[src/rtl/zol_sequencer.sv]
module zol_sequencer #(
  parameter int AW    = 14,
  parameter int DEPTH = 4
) (
  input  logic          clk,
  input  logic          rst_n,
  input  logic [AW-1:0] pc,
  input  logic          loop_do,
  input  logic [AW-1:0] loop_end,
  input  logic [3:0]    loop_cond,
  input  logic          flag_az,
  input  logic          flag_an,
  input  logic          flag_av,
  input  logic          flag_ac,
  input  logic          flag_xs,
  input  logic          flag_mv,
  input  logic          cnt_expired,
  input  logic [1:0]    br_kind,
  input  logic          br_taken,
  input  logic [AW-1:0] br_target,
  input  logic          idle_wait,
  input  logic          idle_wake,
  output logic [AW-1:0] next_addr,
  output logic          cnt_dec,
  output logic          cnt_pop,
  output logic          ovf
);
  localparam int LW = $clog2(DEPTH + 1);
  localparam int IW = (DEPTH > 1) ? $clog2(DEPTH) : 1;
  localparam logic [3:0] C_CE = 4'd14;

  logic [AW-1:0] end_stk [DEPTH];
  logic [3:0]    cnd_stk [DEPTH];
  logic [AW-1:0] pc_stk  [DEPTH];
  logic [LW-1:0] lvl;
  logic [IW-1:0] top;
  logic [AW-1:0] pc_inc;
  logic          at_end, br_take, term, loop_pop, full;
  logic [3:0]    cnd_top;

  assign top     = IW'(lvl - LW'(1));
  assign pc_inc  = pc + AW'(1);
  assign cnd_top = cnd_stk[top];
  assign at_end  = (lvl != '0) && (pc == end_stk[top]);
  assign br_take = (br_kind != 2'd0) && br_taken;
  assign full    = (lvl == LW'(DEPTH));

  function automatic logic cond_true(input logic [3:0] c, input logic az, an, av, ac,
                                     xs, mv, ce);
    logic x;
    x = an ^ av;
    case (c)
      4'd0:    cond_true = az;
      4'd1:    cond_true = !az;
      4'd2:    cond_true = !(x | az);
      4'd3:    cond_true = x | az;
      4'd4:    cond_true = x;
      4'd5:    cond_true = !x;
      4'd6:    cond_true = av;
      4'd7:    cond_true = !av;
      4'd8:    cond_true = ac;
      4'd9:    cond_true = !ac;
      4'd10:   cond_true = xs;
      4'd11:   cond_true = !xs;
      4'd12:   cond_true = mv;
      4'd13:   cond_true = !mv;
      4'd14:   cond_true = ce;
      default: cond_true = 1'b0;
    endcase
  endfunction

  assign term = cond_true(cnd_top, flag_az, flag_an, flag_av, flag_ac, flag_xs, flag_mv,
                          cnt_expired);

  always_comb begin
    next_addr = pc_inc;
    loop_pop  = 1'b0;
    cnt_dec   = 1'b0;
    cnt_pop   = 1'b0;
    if (br_take) begin
      next_addr = br_target;
    end else if (idle_wait) begin
      next_addr = pc;
    end else if (at_end) begin
      if (idle_wake || term) begin
        loop_pop = 1'b1;
        cnt_pop  = (cnd_top == C_CE);
      end else begin
        next_addr = pc_stk[top];
        cnt_dec   = (cnd_top == C_CE);
      end
    end
  end

  always_ff @(posedge clk or negedge rst_n) begin
    if (!rst_n) begin
      lvl <= '0;
      ovf <= 1'b0;
    end else if (loop_do && loop_pop) begin
      end_stk[top] <= loop_end;
      cnd_stk[top] <= loop_cond;
      pc_stk[top]  <= pc_inc;
    end else if (loop_do) begin
      if (full) begin
        ovf <= 1'b1;
      end else begin
        end_stk[IW'(lvl)] <= loop_end;
        cnd_stk[IW'(lvl)] <= loop_cond;
        pc_stk[IW'(lvl)]  <= pc_inc;
        lvl <= lvl + LW'(1);
      end
    end else if (loop_pop) begin
      lvl <= lvl - LW'(1);
    end
  end
endmodule

[config.mk]
export PLATFORM = sky130hd
export DESIGN_NAME = zol_sequencer
export DESIGN_NICKNAME = d
export VERILOG_FILES = /design/src/rtl/zol_sequencer.sv
export SDC_FILE = /design/constraint.sdc
export NUM_CORES = 1
export LEC_CHECK = 0
export BUFFER_PORTS_ARGS = -buffer_cell sky130_fd_sc_hd__buf_2
export CAP_MARGIN = 20
export CELL_PAD_IN_SITES_DETAIL_PLACEMENT = 2
export CELL_PAD_IN_SITES_GLOBAL_PLACEMENT = 2
export CORE_ASPECT_RATIO = 1.4
export CORE_MARGIN = 2
export CORE_UTILIZATION = 45
export DETAILED_ROUTE_END_ITERATION = 10
export PLACE_DENSITY = 0.92
export SETUP_SLACK_MARGIN = 0.15
export SYNTH_ARGS = -nofsm -noshare
export SYNTH_HDL_FRONTEND = slang
export SYNTH_SLANG_ARGS = --single-unit
[constraint.sdc]
create_clock -name clk -period 8.9 [get_ports clk]
set_input_delay 0.445 -clock clk [delete_from_list [all_inputs] [get_ports clk]]
set_output_delay 0.445 -clock clk [all_outputs]
set_load 0.02 [all_outputs]
==> results.cfg, run 1 <==
[setup_path]
r2r-start = lvl[0]$_DFFE_PN0P_
r2r_slack_ns = 3.24
slowest_delay_ns = 0.66
path_delay_family = simple AND/OR/NAND/NOR gates
cp.arrival_ns = 5.27
critical_path_buf_inv_count = 3
cp_cell_sequence = inv_1 > ha_2 > buf_4 > mux2i_1 > o21ai_0 > nor3_1 > o21ai_1 > nor4_4 > nand3_1 > a31oi_1 > a31oi_1 > buf_2
crit_fanout = 30
cp_common_cell = a31oi_1
required_ns = 8.46
cp_slowest_cell = ha_2
r2r_cells = 12
start_kind = flop
critPathKind = flop to output port
crit_cells = 12
timing.rr.end = end_stk[1][1]$_DFFE_PP_
crit_path_end_kind = output port

[hold_path]
hp-class = input pin to flop
hp-start = loop_end[3]
whs_path_depth = 1
holdPathEnd = end_stk[2][3]$_DFFE_PP_

[flow_run]
cap_violations = 0

[power]
swShare_pct = 35.1
p_comb_share_pct = 37.8
p_int_mw = 1.56
seqPwrFrac_pct = 32.7
ir_drop_mv = 0.161
p_sw_mw = 0.842
p_per_area_nw_per_um2 = 313
p_clk_share_pct = 29.5
power.total_mw = 2.40
power_leakage_nw = 2.78

[cts]
cts_root_buffer = clkbuf_16
cts_max_level = 4
cts_max_path_buffers = 2
clk_pin_slew_ns = 0.06
cts.sinks = 132
post_cts_resized = 0
cts_tree = yes
numCtsBuffers = 17
clkLatencyLatePin_ns = 0.42
post-cts-setup-buffers = 0

[logic_synthesis]
synth-edff-count = 128
synth.distinct_cells = 61
synth_ff_type = edfxtp_1
syn_nets = 515
yosysTopAreaCellShare_pct = 59.2
ys_warn_count = 0
syn_avg_cell_area_um2 = 14.4
ys_async_sr_fraction_pct = 3.03
syn_area_um2 = 6490
synth_seq_cells = 132
synthCells = 450
ys_seq_area_share_pct = 60.8
yosys.area.top_type = edfxtp_1
yosys-top-cells-area = edfxtp_1 (59%), mux4_2 (7.3%), mux2i_1 (4.3%)

[place]
io_buffers = 77
gp_congestion = 0.854
post-dp-hpwl_um = 13200

[grt]
busiest_layer = met2
grt.total_usage_pct = 27.4
grt_max_degree = 39
overflow = 0
grt_use_met1_pct = 31.8
grt_antenna_before_repair = 0
grt_pass1_vias = 5032
use_met2_pct = 48.9
grt_pass1_wl_um = 30900
use_met3_pct = 4.38

[final_layout]
num-nets-final = 590
synthToLayoutAreaGrowth_pct = 18.2
drive_gt1_share_pct = 27.9
fin_util_pct = 54.6
fillers = 1267
n_antenna_cell = 0

[floorplanning]
die_height_um = 146
core_um2 = 14000
ioPinCount = 78
die_w_um = 106
rows = 51
fp.dieArea_um2 = 15400
start_util_pct = 46.2

[detailed_routing]
drt_wl_total_um = 20300
drt-wirelength-per-cell_um = 28.1
dr.pass1.iters = 5
postRouteAntennaNets = 0
vias_per_cell = 6.16
vias = 4453
drtIter0Drc = 355
drc = 0

[sta]
clock.fmax_ghz = 0.175
worstMarginPinSlew_ns = 0.700
min_period_ns = 5.71
rsz0062_at_grt = false
finalCritPeriodShare_pct = 64.2
setup_viol = 0
slew_viol_final = 0
skew_ns = 0.00789
hold_viol = 0
relSlewSlack_pct = 53.2
tns_ns = 0

[run_status]
status = complete, no violations
## flip-flops by register name, summed over array words and instances (netlist names)
register / cells
lvl: 3
pc_stk: 56
end_stk: 56
ovf: 1
cnd_stk: 16
## cells in the final DEF (no fill, tap or decap), types with 4 or more instances in the layout
master and instances:
edfxtp_1 128, a21oi_1 9, mux4_1 4, nand4_1 8, nand4b_1 4, buf_2 77
a21oi_4 4, mux2_2 4, nor2b_1 5, nand2b_1 9, nor3_1 8, or3_1 5
nor2_1 20, o21ai_0 15, xor2_1 10, a31oi_1 9, mux2i_1 28, clkbuf_16 17
nand2_1 22, inv_1 8, clkinv_1 4, buf_4 6, mux4_2 21, xnor2_1 16
nand3_1 18, and3_1 4, nand3b_1 12
## per-layer routing
layer | vias up | routed length (µm)
met5 | - | 0
met4 | 0 | 758
met3 | 45 | 812
met2 | 153 | 10900
met1 | 2339 | 7800
li1 | 1916 | -
## area by class of cell
cell class | instances | area [µm²] | share of cell area (%)
repair buffers | 86 | 488 | 6.36
inverters | 8 | 30.0 | 0.392
clock buffers | 18 | 429 | 5.60
well taps | 185 | 231 | 3.02
flip-flops and latches | 132 | 3950 | 51.4
multi-input cells | 280 | 2390 | 31.1
clock inverters | 14 | 159 | 2.07
## power groups by stage
stage / clock network (mW) / registers, mW / logic [mW]
2_1_floorplan: 0 / 0.788 / 0.673
3_5_place_dp: 0 / 0.795 / 0.881
5_1_grt: 0.740 / 0.789 / 0.969
6_report: 0.709 / 0.785 / 0.906
4_1_cts: 0.715 / 0.785 / 0.910
3_3_place_gp: 0 / 0.787 / 0.807
## cell families (layout without fill, tap and decap cells)
| family | after synthesis | in the layout | synth area share [%] |
|---|---|---|---|
| buffers and inverters | 38 | 126 | 3.06 |
| XOR/XNOR | 26 | 26 | 3.51 |
| adder cells (fa/ha/maj) | 4 | 4 | 0.771 |
| flip-flops | 132 | 132 | 60.8 |
| multiplexers | 58 | 58 | 14.1 |
| AO/OA/AOI/OAI | 62 | 62 | 6.34 |
| AND/OR/NAND/NOR | 130 | 130 | 11.5 |
## stage by stage
stage / hold WS, ns / setup WS (ns) / instances / cell area, µm²
after floorplan: 0.149 / 3.48 / 450 / 6490
after CTS: 0.234 / 3.18 / 723 / 7670
after detailed placement: 0.264 / 3.37 / 690 / 7070
after global placement: 0.264 / 3.67 / 688 / 7020
final: 0.241 / 3.19 / 723 / 7670
after global routing: 0.242 / 2.92 / 723 / 7670
## worst reg2reg max path, stage by stage, from the launching register on
cell and delay (ns):
dfrtp_2 0.41, inv_1 0.42, ha_2 0.66, buf_4 0.53, mux2i_1 0.36, o21ai_0 0.17, nor3_1 0.34, o21ai_1 0.16
nor4_4 0.62, nand3b_4 0.31, nand3b_1 0.34, a21oi_4 0.55, buf_4 0.44
## cell usage after synthesis (9+ instances only)
| cell | number |
|---|---|
| a21oi_1 | 12 |
| a31oi_1 | 9 |
| clkbuf_1 | 12 |
| edfxtp_1 | 128 |
| mux2i_1 | 28 |
| mux4_2 | 21 |
| nand2_1 | 22 |
| nand2b_1 | 9 |
| nand3_1 | 18 |
| nand3b_1 | 12 |
| nor2_1 | 21 |
| o21ai_0 | 15 |
| xnor2_1 | 16 |
| xor2_1 | 10 |
## worst max-delay path by stage
stage / start / end
2_1_floorplan: lvl[0]$_DFFE_PN0P_ / cnd_stk[3][0]$_DFFE_PP_
3_3_place_gp: lvl[0]$_DFFE_PN0P_ / end_stk[2][3]$_DFFE_PP_
3_5_place_dp: lvl[0]$_DFFE_PN0P_ / end_stk[1][3]$_DFFE_PP_
4_1_cts: lvl[0]$_DFFE_PN0P_ / next_addr[11]
5_1_grt: lvl[0]$_DFFE_PN0P_ / next_addr[0]
6_report: lvl[0]$_DFFE_PN0P_ / next_addr[11]
## timing repair
item                       in CTS  in global routing
hold endpoints to repair        4                  0
hold buffers                    1                  0
setup endpoints to repair       0                  0
Power figures use the tool's default switching activity.
==> run 2, diff against run 1 <==
--- a/config.mk
+++ b/config.mk
@@ -5,15 +5,16 @@
 export SDC_FILE = /design/constraint.sdc
 export NUM_CORES = 1
 export LEC_CHECK = 0
+export ABC_AREA = 1
 export BUFFER_PORTS_ARGS = -buffer_cell sky130_fd_sc_hd__buf_2
 export CAP_MARGIN = 20
 export CELL_PAD_IN_SITES_DETAIL_PLACEMENT = 2
 export CELL_PAD_IN_SITES_GLOBAL_PLACEMENT = 2
 export CORE_ASPECT_RATIO = 1.4
 export CORE_MARGIN = 2
-export CORE_UTILIZATION = 45
+export CORE_UTILIZATION = 37
 export DETAILED_ROUTE_END_ITERATION = 10
-export PLACE_DENSITY = 0.92
+export PLACE_DENSITY = 0.86
 export SETUP_SLACK_MARGIN = 0.15
 export SYNTH_ARGS = -nofsm -noshare
 export SYNTH_HDL_FRONTEND = slang
==> constraint.sdc (replaced) <==
create_clock -name clk -period 5.7 [get_ports clk]
set_input_delay 0.285 -clock clk [delete_from_list [all_inputs] [get_ports clk]]
set_output_delay 0.285 -clock clk [all_outputs]
set_load 0.02 [all_outputs]
==> results.cfg, run 2 <==
[run_status]
status = complete, no violations

[logic_synthesis]
yosys.area.top_type = edfxtp_1
synth_seq_cells = 132
yosys-top-cells-area = edfxtp_1 (60%), nand2_1 (12%), nand3_1 (5.5%)
syn_nets = 724
synth-edff-count = 128
ys_warn_count = 0
synth.distinct_cells = 32
syn_avg_cell_area_um2 = 9.75
synthCells = 659
synth_ff_type = edfxtp_1
syn_area_um2 = 6420
ys_async_sr_fraction_pct = 3.03
yosysTopAreaCellShare_pct = 59.8
synth_common_cells = nand2_1 (212), edfxtp_1 (128), nand3_1 (71)
synth_most_common_cell = nand2_1
ys_seq_area_share_pct = 61.4

[flow_run]
cap_violations = 0

[final_layout]
n_antenna_cell = 0
top_regs = end_stk x56, pc_stk x56, cnd_stk x16
num-nets-final = 802
mostFrequentLayoutCell = nand2_1
synthToLayoutAreaGrowth_pct = 19.1
fin_util_pct = 44.5
drive_gt1_share_pct = 17.9
final_cell_mix = nand2_1 (212), edfxtp_1 (128), buf_2 (77)

[detailed_routing]
drt-wirelength-per-cell_um = 22.3
wl_met1_um = 8480
wl_met3_um = 958
wl_met2_um = 11900
drt_wl_total_um = 22000
drc = 0
postRouteAntennaNets = 0
topRoutingLayerUsed = met4
vias_per_cell = 5.36
drtIter0Drc = 251
dr.pass1.iters = 7
vias = 5285

[hold_path]
holdPathEnd = end_stk[1][3]$_DFFE_PP_
hp-start = loop_end[3]
hp-class = input pin to flop
whs_path_depth = 1

[cts]
post-cts-setup-buffers = 0
clk_pin_slew_ns = 0.06
cts.sinks = 132
clkLatencyLatePin_ns = 0.43
cts_max_path_buffers = 2
cts_max_level = 4
numCtsBuffers = 17
cts_tree = yes
cts_root_buffer = clkbuf_16

[setup_path]
r2r_slack_ns = 1.31
slowest_delay_ns = 0.52
crit_fanout = 37
critical_path_buf_inv_count = 5
timing.rr.end = cnd_stk[3][2]$_DFFE_PP_
crit_path_end_kind = output port
path_delay_family = simple AND/OR/NAND/NOR gates
critPathKind = flop to output port
r2r-start = lvl[0]$_DFFE_PN0P_
required_ns = 5.41
cp_slowest_cell = inv_2
start_kind = flop
cp.arrival_ns = 4.35
r2r_cells = 18
cp_common_cell = nand2_1
cp_cell_sequence = inv_2 > ha_1 > inv_2 > nand3_1 > nand2_2 > nand2_1 > nand2_1 > nand2_1 > nand3_1 > nand2_1 > inv_1 > nand3_2 > nor2_4 > inv_2 > a21oi_1 > o21ai_0 > o21ai_1 > buf_2

[floorplanning]
ioPinCount = 78
die_w_um = 115
rows = 57
core_um2 = 17200
start_util_pct = 37.4
die_height_um = 160
fp.dieArea_um2 = 18500

[grt]
grt_pass1_vias = 6014
grt.total_usage_pct = 24.8
grt_pass1_wl_um = 34300
grt_max_degree = 70
overflow = 0
grt_antenna_before_repair = 0

[sta]
fin_ws_ns = 1.07
rsz0062_at_grt = false
tns_ns = 0
setup_viol = 0
skew_ns = 0.0130
worstMarginPinSlew_ns = 0.811
min_period_ns = 4.63
finalCritPeriodShare_pct = 81.3
hold_viol = 0
clock.fmax_ghz = 0.216
slew_viol_final = 0
relSlewSlack_pct = 45.9

[power]
ir_drop_mv = 0.259
power.total_mw = 4.15
p_per_area_nw_per_um2 = 543
power_leakage_nw = 3.08

[place]
post-dp-hpwl_um = 13900
gp_congestion = 0.831
pre_cts_slack_ns = 1.29
io_buffers = 77
-- run 2: timing repair --
item	4_1_cts	5_1_grt
hold buffers	1	0
hold endpoints to repair	4	0
gates resized for setup	0	0
-- run 2: logic make-up (layout without fill, tap and decap cells) --
logic type	after synthesis	count (layout)	share of synthesized area, %
buffers and inverters	62	153	4.54
XOR/XNOR	15	15	2.04
AND/OR/NAND/NOR	350	350	23.0
AO/OA/AOI/OAI	96	96	8.30
flip-flops	132	132	61.4
adder cells (fa/ha/maj)	4	4	0.779
-- run 2: worst max path at each step --
stage	endpoint	from	cells after the start
after floorplan	cnd_stk[0][0]$_DFFE_PP_	lvl[0]$_DFFE_PN0P_	19
after global placement	end_stk[2][12]$_DFFE_PP_	lvl[0]$_DFFE_PN0P_	18
after detailed placement	end_stk[1][12]$_DFFE_PP_	lvl[0]$_DFFE_PN0P_	18
after CTS	next_addr[13]	lvl[0]$_DFFE_PN0P_	18
after global routing	next_addr[13]	lvl[0]$_DFFE_PN0P_	16
final	next_addr[13]	lvl[0]$_DFFE_PN0P_	18
-- run 2: per-layer routing --
metal	up-vias	GRT usage (%)
met1	2668	29.2
met5	-	0
met4	0	9.47
met2	140	44.3
met3	39	4.02
li1	2438	-
-- run 2: where the power goes --
group	total [mW]	internal (mW)	switching, mW
combinational	1.69	0.451	1.24
clock	1.19	0.736	0.455
sequential	1.27	1.23	0.0468
-- run 2: per-stage QoR --
stage / instance area [µm²] / instances / hold WS [ns]
after detailed placement: 7020 / 953 / 0.131
after global placement: 7020 / 953 / 0.126
after global routing: 7650 / 986 / 0.0705
after CTS: 7650 / 986 / 0.0626
final: 7650 / 986 / 0.0742
after floorplan: 6420 / 659 / -0.0106
-- run 2: final cells by class --
cell class              instances  area (µm²)
inverters                      35         131
fillers                      1805        9530
flip-flops and latches        132        3950
multi-input cells             465        2200
clock buffers                  17         425
repair buffers                 86         455
well taps                     236         295
clock inverters                15         201
-- run 2: worst register-to-register path, cell delays in order (launching register included) --
cell and delay (ns):
dfrtp_2 0.40, inv_2 0.47, ha_1 0.37, inv_2 0.52
nand3_1 0.21, nand2_2 0.21, nand2_1 0.09, nand2_1 0.07
nand2_1 0.05, nand3_1 0.07, nand2_1 0.06, inv_1 0.06
nand3_2 0.16, nand2_2 0.19, nand4_2 0.19, nand2_1 0.13
nand3_1 0.15, nor2_2 0.12, buf_4 0.49
